**src/rtl/lreq_tx.sv**
```systemverilog
module lreq_tx #(
  parameter int AW = 4,
  parameter int DW = 8,
  parameter int BW = 5
) (
  input  logic          clk,
  input  logic          rst_n,
  input  logic          req_valid,
  output logic          req_ready,
  input  logic [3:0]    req_kind,
  input  logic [AW-1:0] req_addr,
  input  logic [DW-1:0] req_data,
  input  logic [BW-1:0] req_bus,
  output logic          ser_out
);
  localparam int KW      = 4;
  localparam int FW      = 2 + KW + AW + DW;
  localparam int CW      = $clog2(FW + 1);
  localparam int BUS_LEN = 2 + KW + BW;
  localparam int RD_LEN  = 2 + KW + AW;
  localparam int NTF_LEN = 2 + KW;

  logic [FW-1:0] sh, frame;
  logic [CW-1:0] cnt, len;
  logic          legal, busy, take;

  always_comb begin
    legal = 1'b1;
    len   = '0;
    frame = '0;
    case (req_kind)
      4'b0001, 4'b0010, 4'b0011, 4'b0100, 4'b0110, 4'b0111, 4'b1000: begin
        len   = CW'(BUS_LEN);
        frame = FW'({1'b1, req_kind, req_bus, 1'b0}) << (FW - BUS_LEN);
      end
      4'b1010: begin
        len   = CW'(RD_LEN);
        frame = FW'({1'b1, req_kind, req_addr, 1'b0}) << (FW - RD_LEN);
      end
      4'b1011: begin
        len   = CW'(FW);
        frame = {1'b1, req_kind, req_addr, req_data, 1'b0};
      end
      4'b1100, 4'b1101, 4'b1110: begin
        len   = CW'(NTF_LEN);
        frame = FW'({1'b1, req_kind, 1'b0}) << (FW - NTF_LEN);
      end
      default: legal = 1'b0;
    endcase
  end

  assign busy      = (cnt != '0);
  assign req_ready = !busy && legal;
  assign take      = req_valid && req_ready;
  assign ser_out   = busy && sh[FW-1];

  always_ff @(posedge clk or negedge rst_n) begin
    if (!rst_n) begin
      cnt <= '0;
      sh  <= '0;
    end else if (take) begin
      cnt <= len;
      sh  <= frame;
    end else if (busy) begin
      cnt <= cnt - CW'(1);
      sh  <= sh << 1;
    end
  end
endmodule


```
**config.mk**
```make
export PLATFORM = sky130hd
export DESIGN_NAME = lreq_tx
export DESIGN_NICKNAME = d
export VERILOG_FILES = /design/src/rtl/lreq_tx.sv
export SDC_FILE = /design/constraint.sdc
export NUM_CORES = 1
export LEC_CHECK = 0
export BUFFER_PORTS_ARGS = -buffer_cell sky130_fd_sc_hd__buf_4
export CAP_MARGIN = 30
export CORE_MARGIN = 2
export CORE_UTILIZATION = 59
export DETAILED_ROUTE_END_ITERATION = 8
export GPL_TIMING_DRIVEN = 0
export PLACE_DENSITY = 0.9
export SLEW_MARGIN = 10
export SYNTH_ARGS = -nofsm -noshare
export SYNTH_HDL_FRONTEND = slang
export SYNTH_SLANG_ARGS = --single-unit
```
**constraint.sdc**
```tcl
create_clock -name clk -period 3.4 [get_ports clk]
set_input_delay 0.17 -clock clk [delete_from_list [all_inputs] [get_ports clk]]
set_output_delay 0.17 -clock clk [all_outputs]
set_load 0.03 [all_outputs]
```
======== Yosys cells after proc, flatten, opt, wreduce, memory -nomap -nowiden ========
Cells that the tools add are included.
word-level totals
  memory bits (read-only) ................. 0
  memories kept ........................... 0
  register bits after elaboration ......... 23
  memory bits (writable) .................. 0
  bits in latches ......................... 0
cells by class
  shift-type cells ........................ 0
  $mul .................................... 0
  $lt $le $gt $ge ......................... 0
  eq/ne operators ......................... 12
  add/sub/neg operators ................... 1
  bitwise operators ....................... 0
  reductions and logical operators ........ 9
  mux-type cells .......................... 7
  divide/modulo/power cells ............... 0
operators by type and width
  kind                   number
  $pmux W18 S4           1
  $mux W18               2
  $eq A4 B4 Y1 const B   6
  $pmux W5 S4            1
  $eq A4 B3 Y1 const B   3
  $reduce_or A12 Y1      1
  $mux W5                2
  $eq A4 B2 Y1 const B   2
  $reduce_or A7 Y1       1
  $reduce_bool A5 Y1     1
  $sub A5 B1 Y5 const B  1
  $eq A4 B1 Y1 const B   1
  $logic_and A1 B1 Y1    3
  $reduce_or A3 Y1       1
  $reduce_bool A2 Y1     1
  $logic_not A1 Y1       1
  $mux W1                1

======== Logic depth before layout (Yosys ltp) ========
  depth in word-level cells ............... 6
  gate-level depth with buffers ........... 8

======== Least setup slack after synthesis ========
Ideal clock, no wire load.
  kind .................................... flip-flop to output port
  from .................................... register cnt[0]
  to ...................................... output port req_ready
  setup slack ............................. 1.465 ns
  arrival time ............................ 1.765 ns
  cell stages (with the launch flop) ...... 7
  path through ............................ dfrtp_1 inv_1 ha_1 nor4b_4 clkbuf_1 nand2_1 nor2_1
on the way
  cells in the longest elaborated chain, start to end .. 3
ends and longest elaborated chain
  item                    line  text
  start, declared         24    logic [CW-1:0] cnt, len;
  start signal, assigned  62    cnt <= len;
  start signal, assigned  65    cnt <= cnt - CW'(1);
  $reduce_bool A5 Y1      52    assign busy = (cnt != '0);
  $logic_not A1 Y1        53    assign req_ready = !busy && legal;
  $logic_and A1 B1 Y1     53
  end, declared           9     output logic req_ready,
Every way passes these cells.

======== Worst setup path after layout ========
  from .................................... register cnt[0]
  to ...................................... output port ser_out
on the way
  cells in the longest elaborated chain, start to end .. 2
ends and longest elaborated chain
  item                 line  text
  $reduce_bool A5 Y1   52
  $logic_and A1 B1 Y1  55    assign ser_out = busy && sh[FW-1];
  end, declared        14    output logic ser_out
Every way passes these cells.

==> out/results.txt <==
The run finished with clean final reports. After legalization and detailed placement, the total HPWL measured 2.53 mm. The worst setup path is captured at an output pin.

The logs give 2380 ps for the arrival time reported for the critical path endpoint and 4 for the number of iterations in the first detailed-routing pass. The TritonCTS buffer count was 3. After clock tree synthesis, the clock-pin slew on the worst setup and hold paths is 120 ps. The maximum clock path buffer count was 2. The run gives 1320 ps as the register-to-register path setup slack.

Adder-cell area share of the yosys netlist: 1.74%. The number of antenna violations at the first check in global routing was 0; the proportion of layout cells with a drive suffix above 1 was 19.4%. Synthesis produced a netlist whose cell count is 173. The tree built by TritonCTS fans out to 22 sinks. The number of rows created at floorplan came out at 17. By startpoint and endpoint, the worst setup path is classified as reg -> out. Using the TritonRoute via totals, the vias-per-cell ratio works out to 6.19.

The count of buffers added on input and output ports is 23. The shortest period the worst path allows came out at 2550 ps. The via count of the first global-routing pass came out at 1291. For hold timing, the worst endpoint is sh[1]$_DFFE_PN0P_.

The worst-case clock skew is 3.82 ps. TritonCTS built the clock tree. Mean instance size in the synthesized netlist: 8.32 um2. The path type of the worst min-delay path is in -> reg. Global routing consumed, over all layers together, 27.5% of the routing resources. The most common cell after layout, fill and taps aside is sky130_fd_sc_hd__buf_4. After layout, the worst setup slack is 853 ps. Headroom to the max-slew limit came out at 61.1%. The minimum hold slack was 100 ps. For the final routed database, the setup TNS stands at 0 ps. In the finished design, the share of the clock period the worst path needs comes to 74.9%. In the synthesized netlist the dominant register cell turns out to be sky130_fd_sc_hd__dfrtp_1.

Of all nets on the critical path, the largest fanout is 10. The width of the die works out to 53.4 um. The actual slew at the worst max-slew pin works out to 579 ps. For this run, the top clock speed supported by timing is 0.393 GHz. The detailed router placed 1418 vias in this run.

For this run, design rule violations remaining after detail routing come to 0. The synthesized-area fraction occupied by ao, oa, aoi and oai cells is 30.3%, and the pin count of the biggest net entering global routing is 23. The number of hold-slack violations in the final timing report is 0. The number of DRC violations after detailed-routing iteration 0 was 45.

The layout has 174 filler cells. The launching element type of the critical path was a register. The die covers 2850 um2. Summed over all layers, the routed wires come to 3.54 mm. The logs give 608 uV for the worst vdd rail ir drop and 63.9% for the effective utilization at floorplan.

The number of warnings printed during yosys synthesis was 0. The capture instance of the worst register-to-register path was cnt[2]$_DFFE_PN0P_. The number of instances resized during post-cts repair came out at 0.

Summed over all cells, the static leakage comes to 0.745 nW. Counting cells, the worst reg-to-reg path comes to 7. Dividing total power by cell area gives a power density of 652 nW/um2. Combinational logic is responsible for 44.4% of the overall power. The wire length of the first global-routing pass is 5.66 mm. In the layout the commonest cells are sky130_fd_sc_hd__buf_4 (23), sky130_fd_sc_hd__dfrtp_1 (22), sky130_fd_sc_hd__a21oi_1 (20), sky130_fd_sc_hd__nand2_1 (17), sky130_fd_sc_hd__nor2_1 (15). Sequential cells were found to cover 38.2% of the synthesized design area. Net switching is 40.6% of the power. The count of cell types in the netlist is 42.

After synthesis, the largest family of logic cells by area is compound AO/OA/AOI/OAI gates. OpenSTA, run right after detailed placement, puts the worst setup slack at 1250 ps. The tools report the cell-internal power as 0.657 mW. The share of flip-flops with an asynchronous set or reset after synthesis is 100%, and the post-synthesis sequential element count is 22.

The required arrival time at the worst endpoint came out at 3230 ps. The repair_antennas step left the layout with diodes totalling 0. The height of the die is 53.4 um. Setup violations remaining at the end of the flow were counted as 0.

The placeable core area is 2250 um2, and the sequential power share is 42.3%. The average wire per cell in the routed design was 15.5 um. CTS placed an instance of sky130_fd_sc_hd__clkbuf_4 at the clock tree root. Counting every net in the synthesized netlist gives 199.

At the later pin of the worst-skew pair, clock insertion delay measures 310 ps. For this design the total switching power over the nets is 0.448 mW. The max-slew violation total from the final report is 0, and the number of top-level pins is 26. Count of cells along the worst hold path: 3. The tools report the share of power burned in the clock network as 13.3%. In this run the critical register-to-register path is launched from cnt[0]$_DFFE_PN0P_. The run gives 228 as the post-layout net count. The number of levels the H-tree was split into was 1; the fraction of synthesized cell area in xor and xnor cells was 2.43%. Total of max-cap violations: 0. For the remaining global-route overflow, the log shows 0.

Launch point of the worst hold path: req_data[0]. The share of synthesized area spent on multiplexers came out at 0%. Summing the areas of all and, or, nand and nor instances in the mapped netlist gives 19.3% of the synthesized area.

The tools report the count of antenna-violating nets left after detailed routing as 0. The number of synthesized flops with an enable pin came out at 0. The post-synthesis instance area is 1440 um2. The congestion estimate from routability-driven global placement came to 0.875. Relative to the synthesized area, the layout overhead comes to 17.6%. Setup repair after global routing left no endpoint under its margin.
==> kinds of logic after synthesis <==
kind of cell | after synthesis
AO/OA/AOI/OAI | 67
XOR/XNOR | 4
adder cells (fa/ha/maj) | 2
buffers and inverters | 27
flip-flops | 22
AND/OR/NAND/NOR | 51
==> synth_stat cells (3+ instances only) <==
master	n	share of area (%)
sky130_fd_sc_hd__a21oi_1	20	7.0
sky130_fd_sc_hd__a22o_1	4	2.4
sky130_fd_sc_hd__a31oi_1	3	1.3
sky130_fd_sc_hd__a32oi_1	4	2.4
sky130_fd_sc_hd__buf_2	5	1.7
sky130_fd_sc_hd__clkbuf_1	6	1.6
sky130_fd_sc_hd__dfrtp_1	22	38
sky130_fd_sc_hd__inv_1	11	2.9
sky130_fd_sc_hd__inv_2	3	0.78
sky130_fd_sc_hd__nand2_1	17	4.4
sky130_fd_sc_hd__nor2_1	15	3.9
sky130_fd_sc_hd__nor2b_1	3	1.3
sky130_fd_sc_hd__o21ai_0	5	1.7
sky130_fd_sc_hd__o21ai_1	9	3.1
sky130_fd_sc_hd__o221ai_1	5	3.0
sky130_fd_sc_hd__o22ai_1	3	1.3
sky130_fd_sc_hd__o31ai_1	3	1.6
sky130_fd_sc_hd__xnor2_1	4	2.4
==> metal layers <==
metal / track usage [%] / wire length (um) / part of all wire [%] / vias to the layer above
li1: - / - / - / 686
met1: 36.1 / 1580 / 44 / 699
met2: 46.9 / 1820 / 51 / 29
met3: 5.08 / 114 / 3.2 / 4
met4: 5.56 / 36 / 1.0 / 0
met5: 0 / 0 / 0 / -
==> power groups by stage <==
stage	clock, mW	combinational [mW]	sequential (mW)
after CTS	0.148	0.491	0.463
after global routing	0.161	0.555	0.475
after global placement	0	0.456	0.460
after floorplan	0	0.370	0.445
final	0.147	0.491	0.467
after detailed placement	0	0.479	0.468
==> worst max-delay path, stage by stage, from the launching register on <==
cell	delay, ps
sky130_fd_sc_hd__dfrtp_1	440
sky130_fd_sc_hd__inv_1	100
sky130_fd_sc_hd__ha_1	220
sky130_fd_sc_hd__or4b_1	440
sky130_fd_sc_hd__clkbuf_1	170
sky130_fd_sc_hd__clkbuf_1	280
sky130_fd_sc_hd__and2_1	250
sky130_fd_sc_hd__buf_4	160
==> registers in the layout, indices dropped and copies added (netlist names) <==
signal  flops
cnt         5
sh         17
==> what timing repair did <==
action | 4_1_cts | 5_1_grt
hold buffers | 1 | 0
buffers inserted | 0 | 0
hold endpoints to repair | 22 | 0
setup endpoints to repair | 0 | 0
==> per-stage QoR <==
step	cells	instance area (um2)	power (mW)	util (%)
after floorplan	173	1440	0.814	-
after global placement	224	1650	0.916	73.1
after detailed placement	224	1650	0.948	73.1
after CTS	229	1690	1.10	75.1
after global routing	229	1690	1.19	75.1
final	229	1690	1.10	75.1
==> worst max path at each step <==
stage | cells after the start | end | slack [ps] | start
final | 7 | ser_out | 850 | cnt[0]$_DFFE_PN0P_
after global routing | 7 | ser_out | 740 | cnt[0]$_DFFE_PN0P_
after CTS | 7 | ser_out | 880 | cnt[0]$_DFFE_PN0P_
after detailed placement | 7 | ser_out | 1250 | cnt[0]$_DFFE_PN0P_
after global placement | 7 | ser_out | 1320 | cnt[0]$_DFFE_PN0P_
after floorplan | 6 | req_ready | 1470 | cnt[0]$_DFFE_PN0P_
==> layout make-up <==
type,count,area (um2),area share (%)
tap,28,35.0,2.07
inverter,14,52.6,3.10
sequential,22,551,32.5
clock buffer,4,36.3,2.14
buffer,13,62.6,3.69
multi-input combinational,124,774,45.7
timing repair buffer,24,183,10.8
Note: power is estimated with default switching activity, not from simulation.
